[config.mk]
export PLATFORM = sky130hd
export DESIGN_NAME = link_power_monitor
export DESIGN_NICKNAME = d
export VERILOG_FILES = /design/src/rtl/lpm_pkg.sv /design/src/rtl/lpm_sync.sv /design/src/rtl/lpm_low_timer.sv /design/src/rtl/lpm_restore_timer.sv /design/src/rtl/link_power_monitor.sv
export SDC_FILE = /design/constraint.sdc
export NUM_CORES = 1
export LEC_CHECK = 0
export BUFFER_PORTS_ARGS = -buffer_cell sky130_fd_sc_hd__buf_2
export CORE_MARGIN = 3
export CORE_UTILIZATION = 30
export DETAILED_ROUTE_END_ITERATION = 10
export SLEW_MARGIN = 20
export SYNTH_ARGS = -nofsm -noshare
export SYNTH_HDL_FRONTEND = slang
export SYNTH_SLANG_ARGS = --single-unit
[constraint.sdc]
create_clock -name clk_i -period 3.3 [get_ports clk_i]
set_input_delay 0.33 -clock clk_i [delete_from_list [all_inputs] [get_ports clk_i]]
set_output_delay 0.33 -clock clk_i [all_outputs]
set_load 0.02 [all_outputs]
[src/rtl/lpm_pkg.sv]
package lpm_pkg;
   typedef enum logic [1:0] {
      LPM_ACTIVE  = 2'd0,
      LPM_RESET   = 2'd1,
      LPM_DISABLE = 2'd2,
      LPM_RESTORE = 2'd3
   } lpm_state_e;
endpackage

[src/rtl/lpm_sync.sv]
module lpm_sync #(
   parameter int STAGES = 2
) (
   input  logic clk_i,
   input  logic rst_i,
   input  logic d_i,
   output logic q_o
);
   logic [STAGES-1:0] chain;

   genvar gi;
   generate
      for (gi = 0; gi < STAGES; gi++) begin : g_stage
         if (gi == 0) begin : g_first
            always_ff @(posedge clk_i) begin
               if (rst_i) chain[0] <= 1'b0;
               else       chain[0] <= d_i;
            end
         end else begin : g_next
            always_ff @(posedge clk_i) begin
               if (rst_i) chain[gi] <= 1'b0;
               else       chain[gi] <= chain[gi-1];
            end
         end
      end
   endgenerate

   assign q_o = chain[STAGES-1];
endmodule

[src/rtl/lpm_low_timer.sv]
module lpm_low_timer #(
   parameter int SHORT_CYC = 250,
   parameter int LONG_CYC  = 3375
) (
   input  logic clk_i,
   input  logic rst_i,
   input  logic level_i,
   output logic short_hit_o,
   output logic long_hit_o
);
   localparam int CNT_W = $clog2(LONG_CYC + 1);
   localparam logic [CNT_W-1:0] SHORT_LIM = CNT_W'(SHORT_CYC);
   localparam logic [CNT_W-1:0] LONG_LIM  = CNT_W'(LONG_CYC);

   logic [CNT_W-1:0] low_cnt;

   always_ff @(posedge clk_i) begin
      if (rst_i || level_i)       low_cnt <= '0;
      else if (low_cnt != LONG_LIM) low_cnt <= low_cnt + 1'b1;
   end

   assign short_hit_o = (low_cnt >= SHORT_LIM);
   assign long_hit_o  = (low_cnt == LONG_LIM);
endmodule

[src/rtl/lpm_restore_timer.sv]
module lpm_restore_timer #(
   parameter int SETUP_CYC = 2125
) (
   input  logic clk_i,
   input  logic rst_i,
   input  logic run_i,
   output logic done_o
);
   localparam int CNT_W = $clog2(SETUP_CYC);
   localparam logic [CNT_W-1:0] LAST = CNT_W'(SETUP_CYC - 1);

   logic [CNT_W-1:0] cnt;

   always_ff @(posedge clk_i) begin
      if (rst_i || !run_i) cnt <= '0;
      else if (cnt != LAST) cnt <= cnt + 1'b1;
   end

   assign done_o = run_i && (cnt == LAST);
endmodule

[src/rtl/link_power_monitor.sv]
module link_power_monitor
   import lpm_pkg::*;
#(
   parameter int SYNC_STAGES = 2,
   parameter int RESET_CYC   = 250,
   parameter int DISABLE_CYC = 3375,
   parameter int RESTORE_CYC = 2125,
   parameter int CTL_W       = 2,
   parameter int DATA_W      = 8
) (
   input  logic              clk_i,
   input  logic              rst_i,
   input  logic              status_i,
   input  logic [CTL_W-1:0]  ctl_i,
   input  logic [DATA_W-1:0] dat_i,
   output logic [CTL_W-1:0]  ctl_o,
   output logic [DATA_W-1:0] dat_o,
   output logic              link_clk_en_o,
   output logic [1:0]        state_o
);
   generate
      if (SYNC_STAGES < 2) begin : g_bad_sync
         $error("SYNC_STAGES must be at least 2");
      end
      if (RESET_CYC < 1) begin : g_bad_reset
         $error("RESET_CYC must be positive");
      end
      if (DISABLE_CYC <= RESET_CYC) begin : g_bad_disable
         $error("DISABLE_CYC must exceed RESET_CYC");
      end
      if (RESTORE_CYC < 2) begin : g_bad_restore
         $error("RESTORE_CYC must be at least 2");
      end
   endgenerate

   logic       lps_sync;
   logic       reset_hit;
   logic       disable_hit;
   logic       restore_done;
   lpm_state_e state_q, state_d;

   lpm_sync #(.STAGES(SYNC_STAGES)) u_sync (
      .clk_i (clk_i),
      .rst_i (rst_i),
      .d_i   (status_i),
      .q_o   (lps_sync)
   );

   lpm_low_timer #(.SHORT_CYC(RESET_CYC), .LONG_CYC(DISABLE_CYC)) u_low (
      .clk_i       (clk_i),
      .rst_i       (rst_i),
      .level_i     (lps_sync),
      .short_hit_o (reset_hit),
      .long_hit_o  (disable_hit)
   );

   lpm_restore_timer #(.SETUP_CYC(RESTORE_CYC)) u_rest (
      .clk_i  (clk_i),
      .rst_i  (rst_i),
      .run_i  ((state_q == LPM_RESTORE) && lps_sync),
      .done_o (restore_done)
   );

   always_comb begin
      state_d = state_q;
      unique case (state_q)
         LPM_ACTIVE: begin
            if (disable_hit)    state_d = LPM_DISABLE;
            else if (reset_hit) state_d = LPM_RESET;
         end
         LPM_RESET: begin
            if (lps_sync)         state_d = LPM_ACTIVE;
            else if (disable_hit) state_d = LPM_DISABLE;
         end
         LPM_DISABLE: begin
            if (lps_sync) state_d = LPM_RESTORE;
         end
         LPM_RESTORE: begin
            if (reset_hit)         state_d = LPM_RESET;
            else if (restore_done) state_d = LPM_ACTIVE;
         end
         default: state_d = LPM_DISABLE;
      endcase
   end

   always_ff @(posedge clk_i) begin
      if (rst_i) state_q <= LPM_DISABLE;
      else       state_q <= state_d;
   end

   assign ctl_o         = (state_q == LPM_ACTIVE) ? ctl_i : '0;
   assign dat_o         = (state_q == LPM_ACTIVE) ? dat_i : '0;
   assign link_clk_en_o = (state_q != LPM_DISABLE);
   assign state_o       = state_q;
endmodule

* Word-level counts from Yosys, hierarchy flattened
Cells that the tools add are included.
** Cells by class
- Magnitude comparators :: 1
- Mux-type cells :: 10
- Reduce and logical (&&, ||, !) cells :: 7
- Equality and inequality tests :: 12
- Add/sub/neg operators :: 2
** Operator list (number)
- $add A12 B1 Y12 const B :: 2
- $eq A12 B12 Y1 const B :: 2
- $ne A12 B12 Y1 const B :: 2
- $mux W2 :: 8
- $ge A12 B8 Y1 const B :: 1
- $mux W8 :: 1
- $pmux W2 S4 :: 1
- $ne A3 B3 Y1 const B :: 2
- $eq A2 B2 Y1 const B :: 2
- $reduce_and A4 Y1 :: 1
- $ne A3 B2 Y1 const B :: 1
- $eq A2 B1 Y1 const B :: 1
- $logic_and A1 B1 Y1 :: 2
- $logic_not A2 Y1 :: 1
- $logic_or A1 B1 Y1 :: 2
- $ne A2 B1 Y1 const B :: 1
- $ne A2 B2 Y1 const B :: 1
- $logic_not A1 Y1 :: 1
** Storage, ports and cells
- Output and inout port bits :: 13
- Input port bits :: 13
- Logic and storage cells :: 37
- Flip-flop bits (word level) :: 28

* Logic depth before layout (Yosys ltp)
Gate-level depths: netlist (run 1).
- Depth in word-level cells :: 6
- Mapped depth :: 7
- Gate-level depth less buffers :: 6

* Cells and area by module
Synthesis (run 1) repeated with hierarchy kept, for this count alone.
** Unflattened totals
- Cells, all modules :: 171
- Area, all modules :: 1498.9 sq um
** By module, submodules not included
- lpm_low_timer :: cells each 74, times used 1, area an instance 676.9 sq um, seq. area each 240.2 sq um
- lpm_restore_timer :: cells each 68, times used 1, area an instance 589.3 sq um, seq. area each 240.2 sq um
- link_power_monitor :: cells each 25, times used 1, area an instance 180.2 sq um, seq. area each 40.0 sq um
- lpm_sync :: cells each 4, times used 1, area an instance 52.6 sq um, seq. area each 40.0 sq um

* Worst setup path before layout (run 1)
OpenSTA, ideal clock, no wires.
- Kind :: register to register
- Start :: reg u_rest.cnt[0]
- End :: reg u_rest.cnt[4]
- Clock period less this slack :: 1.602 ns
- Arrival time :: 1.527 ns
- Buffers on the path :: 1
- Library setup time :: 0.075 ns
- Cell stages (with the launch flop) :: 8
- Setup slack :: 1.698 ns
- Required time :: 3.225 ns
- Cell sequence :: dfxtp_1 > inv_1 > ha_1 > nor4b_1 > and4_1 > buf_2 > or3_1 > a21oi_1
** On the way
- Word-level cells in the longest chain between the ends :: 1
- Elaborated cells between the ends (all ways) :: 2
- Classes of those cells :: add/sub (1); eq/ne (1)
** RTL lines
- from (decl) :: RTL line lpm_restore_timer.sv:12 : logic [CNT_W-1:0] cnt;
- from (signal assigned) :: RTL line lpm_restore_timer.sv:16 : else if (cnt != LAST) cnt <= cnt + 1'b1;
- $add A12 B1 Y12 or $ne A12 B12 Y1 (tied branches) :: RTL line lpm_restore_timer.sv:16
Parallel ways exist; a longest one is shown, timed or not.
A chain may end at the register's enable or synchronous reset.

* Worst setup path after layout (run 1)
- Start :: reg state_q[0] (netlist: state_o[0])
- End :: out dat_o[4]
** On the way
- Word-level cells in the longest chain between the ends :: 2
** RTL lines
- from (decl) :: RTL line link_power_monitor.sv:40 : lpm_state_e state_q, state_d;
- from (signal assigned) :: RTL line link_power_monitor.sv:88 : else state_q <= state_d;
- $logic_not A2 Y1 :: RTL line link_power_monitor.sv:92 : assign dat_o = (state_q == LPM_ACTIVE) ? dat_i : '0;
- $mux W8 :: RTL line link_power_monitor.sv:92
- to (decl) :: RTL line link_power_monitor.sv:17 : output logic [DATA_W-1:0] dat_o,
Every way passes these cells.

==> summary.md, run 1 <==
| Metric | Value |
|---|---|
| Per-cell via count in the routed design | `roughly 4.9` |
| Cell types occupying the most area after synthesis | `dfxtp_1 (40%), and2_1 (4.9%), xnor2_1 (4.3%)` |
| Cell chain of the critical path | `nor2_1, and2_1, buf_2` |
| Crit path kind | `flip-flop to output port` |
| Worst Clk Skew | `~0.0051 ns` |
| Clk buf depth | `2` |
| CP max stage delay | `0.43 ns` |
| Average routed wire per standard cell | `11.3 µm` |
| Cts hold-fix bufs | `0` |
| Comb pwr share | `4.7%` |
| Post-Route Setup TNS | `0 ns` |
| Slew at the pin closest to its max-slew limit | `0.526 ns` |
| H-Tree Depth | `1` |
| Remaining DRCs | `0` |
| Starting DRT DRC Count | `80` |
| Leakage power | `approximately 0.62 nW` |
| Clock network fraction of design power | `41.5%` |
| Antenna-violating nets left | `0` |
| Sequential cell area fraction in the yosys report | `about two fifths` |
| FF+latch count, synth | `28` |
| Total of warnings raised by yosys | `0` |
| Number of nets in the synthesized netlist | `185` |
| Number of nets in the final layout | `211` |
| Critical path's slowest cell | `dfxtp_1` |
| Kind of start point of the critical path | `flip-flop` |
| Required time worst endpoint | `2.97 ns` |
| Worst path setup slack after routing | `between 1.5 and 2 ns` |
| Number of endpoints with negative hold slack in the final report | `0` |
| Ratio of final minimum period to clock period | `a little over half` |
| Sum of routed wire segments on met1 | `1380 µm` |
| Synthesized instance count | `roughly 170` |
| Max rail drop VDD | `about 0.30 mV` |
| Synthesis-to-layout area growth | `17.2%` |
| Share of the synthesized area in the top cell type | `39.6%` |
| Placer Congestion | `between 0.7 and 0.8` |
| Finished Core Util | `a little under two fifths` |
| Worst-Skew Late Latency | `0.27 ns` |
| FF-to-FF Start | `u_low.low_cnt[4]` |
| Setup-failing EPs final | `0` |
| CP endpoint | `dat_o[4]` |
| Floorplan Core Area | `~4400 µm²` |
| Largest net degree at the start of global routing | `17` |
| Unrepaired setup endpoints after global routing | `no` |
| Distinct cells, synth | `38` |
| Met3 wire len | `between 60 and 70 µm` |
| Post-layout total power | `around 650 µW` |
| Path type of the worst min-delay path | `primary input to flip-flop` |
| Clock transition at the registers of the reported paths | `roughly 0.1 ns` |
| Internal power | `about 520 µW` |
| Initial antenna violation count | `0` |
| Placed Instances | `roughly 240` |
| Endpoint class of the critical path | `output port` |
| Worst R2R End | `state_o[1]` |
| Routed via count | `between 1k and 1.5k` |
| Routed length on met2 | `around 1300 µm` |
| Vias in the first global route | `about 1.0k` |
| CTS Buf Count | `3` |
| Total length of routed wires | `between 2000 and 3000 µm` |
| Maximum fanout count along the critical path | `11` |
| Number of violations of the max-capacitance limit | `0` |
| FF-to-FF setup slack | `roughly 1.5 ns` |
| Outcome | `finished, final reports clean` |
| Buffers plus inverters on the worst setup path | `1` |
| Flop pwr share | `between 50% and 60%` |
| Floorplan row count | `24` |
| Avg Inst Size Synth | `8.43 µm²` |
| Detailed-routing iteration count for the pre-antenna-repair pass | `4` |
| Crit path depth | `3` |
| Overall overflow remaining after global route | `0` |
| Final non-filler cell total | `between 200 and 250` |
| Power density over the cells | `~400 nW/µm²` |
| Cell area after technology mapping | `1420 µm²` |
| Top layer reached by signal wires | `met4` |
| Share of post-route cells with drive strength above 1 | `18.1%` |
| Y dimension of the die | `approximately 75 µm` |
| Largest area contributor in the synthesized netlist | `dfxtp_1` |
| Dominant delay contributor by cell family on the critical path | `simple AND/OR/NAND/NOR gates` |
| Post-placement setup slack | `1.56 ns` |
| Clk root buf | `clkbuf_8` |
| I/O pin count | `26` |
| CP arrival | `1.43 ns` |
| Total net switching power | `approximately 130 µW` |
| Number of instances resized during post-cts repair | `0` |
| Final critical path time including I/O delays and setup | `1.76 ns` |
| Starting density of the core | `a little under a third` |
| CTS Sinks | `28` |
| Max-slew violation total from the final report | `0` |
| TritonCTS clock tree | `done` |
| Wire length of the first global-routing pass | `about 4700 µm` |
| DIE AREA | `between 5000 and 6000 µm²` |
| Die width | `approximately 75 µm` |
| # Post-CTS Setup Buffers | `0` |
| Fraction of power spent switching nets | `20.2%` |
| Ant diodes | `0` |
| R2R depth | `4` |
| Global router's overall resource usage | `about a tenth` |
| Post-detail-place hpwl | `approximately 2100 µm` |
| Slew margin rel. | `between 60% and 70%` |
| Achievable clock frequency | `between 0.5 and 0.6 GHz` |
| Worst setup path start | `state_o[0]` |
| Port bufs | `25` |
-- cell usage after synthesis --
cell type	n
dfxtp_1	28
nor2_1	15
and2_1	11
a21oi_1	9
nand2_1	9
nand4_1	9
nand3_1	7
o21ai_0	7
xnor2_1	7
inv_1	6
or3_1	6
xor2_1	6
nor3_1	5
ha_1	4
and3_1	3
nand2b_1	3
nor2b_1	3
nor4_1	3
o21ai_1	3
a31oi_1	2
buf_2	2
clkbuf_1	2
nor4b_1	2
or2_2	2
a2111oi_0	1
a211oi_1	1
a41o_1	1
and4_1	1
and4_2	1
inv_2	1
nand4b_1	1
nor3_4	1
o211ai_1	1
o21bai_1	1
o22a_1	1
o31ai_1	1
or4_1	1
or4b_4	1
-- power groups by stage --
stage | Sequential [mW] | Combinational [mW] | Clock (mW)
detailed placement | 0.358 | 0.0310 | 0
finish | 0.350 | 0.0308 | 0.271
global route | 0.351 | 0.0350 | 0.292
floorplan | 0.355 | 0.0205 | 0
CTS | 0.350 | 0.0312 | 0.281
global placement | 0.358 | 0.0308 | 0
-- cells by family after synthesis --
group / synth area share [%]
AOI/OAI and AO/OA: 11.7
adders and majority gates: 3.53
xor gates and xnor gates: 8.04
and+or+nand+nor: 34.1
DFF: 39.6
buffers and inverters: 3.09
-- through the flow --
step / instance area, µm² / hold WS, ns
finish: 1660 / 0.257
detailed placement: 1590 / 0.429
global route: 1660 / 0.252
floorplan: 1420 / 0.402
global placement: 1590 / 0.417
CTS: 1660 / 0.250
-- worst min path at each step --
stage | startpoint | cells past startpoint | endpoint | slack (ns)
6_report | status_i | 2 | u_sync.chain[0] | 0.26
5_1_grt | status_i | 2 | u_sync.chain[0] | 0.25
4_1_cts | status_i | 2 | u_sync.chain[0] | 0.25
3_5_place_dp | u_sync.chain[0] | 1 | u_sync.q_o | 0.43
3_3_place_gp | u_sync.chain[0] | 1 | u_sync.q_o | 0.42
2_1_floorplan | rst_i | 1 | u_sync.chain[0] | 0.40
-- routing by layer --
metal	up-vias	global-route usage, %
li1	652	-
met1	540	14.4
met2	7	16.9
met3	2	3.20
met4	0	0.593
met5	-	0
-- area by class of cell --
class                      instances  area, µm²
fill                             472       2780
multi-input combinational        129        812
sequential                        28        561
timing repair buffer              25        125
tap                               52       65.1
clock buffer                       3       41.3
clock inverter                     1       30.0
inverter                           7       26.3
-- registers in the layout, indices dropped and copies added (netlist names) --
signal and count:
u_low.low_cnt 12, u_rest.cnt 12, state_o 2, u_sync.chain 1
u_sync.q_o 1
-- cell usage in the layout, fill, tap and decap left out, types with 2 or more instances in the layout --
cell,synthesis,layout
xnor2_1,7,7
nand2b_1,3,3
xor2_1,6,6
buf_2,2,25
nor3_1,5,5
and3_1,3,3
clkbuf_8,0,3
nand2_1,9,9
o21ai_1,3,3
dfxtp_1,28,28
a31oi_1,2,2
nor2b_1,3,3
ha_1,4,4
and2_1,11,11
or3_1,6,6
o21ai_0,7,7
or2_2,2,2
nand3_1,7,7
nand4_1,9,9
inv_1,6,6
nor4b_1,2,2
nor2_1,15,15
a21oi_1,9,9
nor4_1,3,3
Note: power is estimated with default switching activity, not from simulation.
==> run 2: changes to the inputs <==
==> constraint.sdc (replaced) <==
create_clock -name clk_i -period 1.7 [get_ports clk_i]
set_input_delay 0.17 -clock clk_i [delete_from_list [all_inputs] [get_ports clk_i]]
set_output_delay 0.17 -clock clk_i [all_outputs]
set_load 0.02 [all_outputs]
==> run 2 against run 1 <==
Against the previous run:
- via count increased by 5.3%
- largest cell class unchanged
- hold slack got worse by 0.15 ns
- clock-buffer cell count unchanged
- sequential power increased by 94%
- clock power increased by 31%
- register-to-register slack got worse by 1.4 ns
- cell area increased by 3.3%
- critical path type is now flip-flop to flip-flop
- utilization increased by 1.2 points
- global-route usage increased by 1.0 points
- flip-flop and latch count unchanged
- combinational power increased by 110%
==> summary.md, run 2 (synthesized netlist as in run 1, its figures left out) <==
| Metric | Value |
|---|---|
| Outcome | `finished, final reports clean` |
| DIE AREA | `around 5600 µm²` |
| Worst Clk Skew | `around 0.002 ns` |
| Unrepaired setup endpoints after global routing | `no` |
| Buffers plus inverters on the worst setup path | `1` |
| Initial antenna violation count | `0` |
| Kind of start point of the critical path | `flip-flop` |
| FF-to-FF setup slack | `roughly 0.12 ns` |
| Critical path's slowest cell | `or4b_4` |
| Antenna-violating nets left | `0` |
| Post-detail-place hpwl | `roughly 2400 µm` |
| FF-to-FF Start | `u_low.low_cnt[6]` |
| R2R depth | `4` |
| Dominant delay contributor by cell family on the critical path | `simple AND/OR/NAND/NOR gates` |
| Layout filler cell count | `between 400 and 500` |
| Maximum fanout count along the critical path | `5` |
| Highest-count cells in the layout ignoring fill and taps | `dfxtp_1 (28), buf_2 (25), nor2_1 (14), and2_1 (11), buf_4 (10)` |
| Max rail drop VDD | `~0.47 mV` |
| Number of nets in the final layout | `roughly 220` |
| Post-Route Setup TNS | `0 ns` |
| Largest net degree at the start of global routing | `15` |
| Cell chain of the critical path | `or4b_4, nor3_4, inv_2, a211oi_1` |
| Starting density of the core | `a little under a third` |
| Die width | `74.7 µm` |
| Slew at the pin closest to its max-slew limit | `between 0.4 and 0.5 ns` |
| # Post-CTS Setup Buffers | `0` |
| Power density over the cells | `between 600 and 700 nW/µm²` |
| Final critical path time including I/O delays and setup | `roughly 1.6 ns` |
| Floorplan Core Area | `approximately 4400 µm²` |
| Starting DRT DRC Count | `45` |
| Synthesis-to-layout area growth | `21.1%` |
| Worst R2R End | `u_low.low_cnt[1]` |
| Achievable clock frequency | `~0.63 GHz` |
| CTS Buf Count | `3` |
| Hold depth | `2` |
| Routed via count | `roughly 1.3k` |
| Path type of the worst min-delay path | `primary input to flip-flop` |
| Clk root buf | `clkbuf_8` |
| Launch point of the worst hold path | `status_i` |
| Vias in the first global route | `approximately 1.1k` |
| Share of post-route cells with drive strength above 1 | `a little under a quarter` |
| Worst-Skew Late Latency | `about 0.27 ns` |
| Crit path kind | `flip-flop to flip-flop` |
| TritonCTS clock tree | `done` |
| Placed Instances | `roughly 250` |
| Number of violations of the max-capacitance limit | `0` |
| Y dimension of the die | `approximately 75 µm` |
| CP max stage delay | `roughly 0.56 ns` |
| Cts hold-fix bufs | `0` |
| Overall overflow remaining after global route | `0` |
| Wire length of the first global-routing pass | `between 4000 and 5000 µm` |
| Clock transition at the registers of the reported paths | `approximately 0.090 ns` |
| Max-slew violation total from the final report | `0` |
| Ratio of final minimum period to clock period | `between 90% and 100%` |
| Slew margin rel. | `69.9%` |
| Final non-filler cell total | `around 250` |
| H-Tree Depth | `1` |
| Leakage power | `0.656 nW` |
| CTS Sinks | `28` |
| Per-cell via count in the routed design | `roughly 5` |
| Global router's overall resource usage | `a little under an eighth` |
| CP arrival | `~1.8 ns` |
| I/O pin count | `26` |
| Number of instances resized during post-cts repair | `0` |
| Most common cell after layout, fill and taps aside | `dfxtp_1` |
| Detailed-routing iteration count for the pre-antenna-repair pass | `3` |
| Average routed wire per standard cell | `between 10 and 15 µm` |
| Placer Congestion | `around 0.79` |
| Setup-failing EPs final | `0` |
| Clk buf depth | `2` |
| Required time worst endpoint | `1.90 ns` |
| Endpoint class of the critical path | `flip-flop` |
| Ant diodes | `0` |
| Number of endpoints with negative hold slack in the final report | `0` |
| Port bufs | `25` |
| Remaining DRCs | `0` |
| Worst Hold Path EP | `u_sync.chain[0]` |
| Total length of routed wires | `just over 3000 µm` |
| Floorplan row count | `24` |
==> run 2: area by class of cell <==
| class | instances | area [µm²] | area share (%) |
|---|---|---|---|
| Multi-Input combinational cell | 129 | 822 | 47.9 |
| Sequential cell | 28 | 561 | 32.7 |
| Timing Repair Buffer | 35 | 200 | 11.7 |
| Tap cell | 52 | 65.1 | 3.79 |
| Clock buffer | 3 | 41.3 | 2.41 |
| Inverter | 7 | 26.3 | 1.53 |
==> run 2: worst max-delay path by stage <==
stage	from	endpoint	slack, ns	cells after the start
3_5_place_dp	u_rest.cnt[0]	u_rest.cnt[4]	0.13	6
4_1_cts	state_o[0]	dat_o[6]	0.06	3
6_report	u_low.low_cnt[6]	u_low.low_cnt[1]	0.12	4
5_1_grt	u_rest.cnt[0]	u_rest.cnt[4]	0.01	6
2_1_floorplan	u_rest.cnt[0]	u_rest.cnt[4]	0.1	7
3_3_place_gp	u_low.low_cnt[6]	state_o[1]	0.14	4
==> run 2: metrics by stage <==
stage / power [mW] / utilization, % / area, µm² / hold slack [ns] / worst slack (ns)
global placement: 0.759 / 37.4 / 1660 / 0.377 / 0.140
floorplan: 0.729 / - / 1420 / 0.242 / 0.0980
CTS: 1.13 / 38.4 / 1710 / 0.0931 / 0.0630
global route: 1.16 / 38.6 / 1720 / 0.106 / 0.0132
detailed placement: 0.760 / 37.4 / 1660 / 0.387 / 0.133
finish: 1.10 / 38.6 / 1720 / 0.105 / 0.121
==> run 2: worst reg2reg max path, cell delays in order (launching register included) <==
cell and delay (ns):
dfxtp_1 0.35, or4b_4 0.56, nor3_4 0.31, inv_2 0.08
a211oi_1 0.22
==> run 2: per-layer routing <==
metal	track usage, %	part of all wire, %	vias up
li1	-	-	672
met1	15.1	46	583
met2	19.2	51	8
met4	1.19	0.42	0
met5	0	0	-
met3	3.20	2.3	2
==> run 2: report_power, final <==
group / total (mW) / leakage, nW / internal, mW / switching (mW)
Combinational: 0.0644 / 0.408 / 0.0313 / 0.0331
Clock: 0.356 / 0.0216 / 0.159 / 0.197
Sequential: 0.680 / 0.227 / 0.665 / 0.0145
Total: 1.10 / 0.656 / 0.856 / 0.245
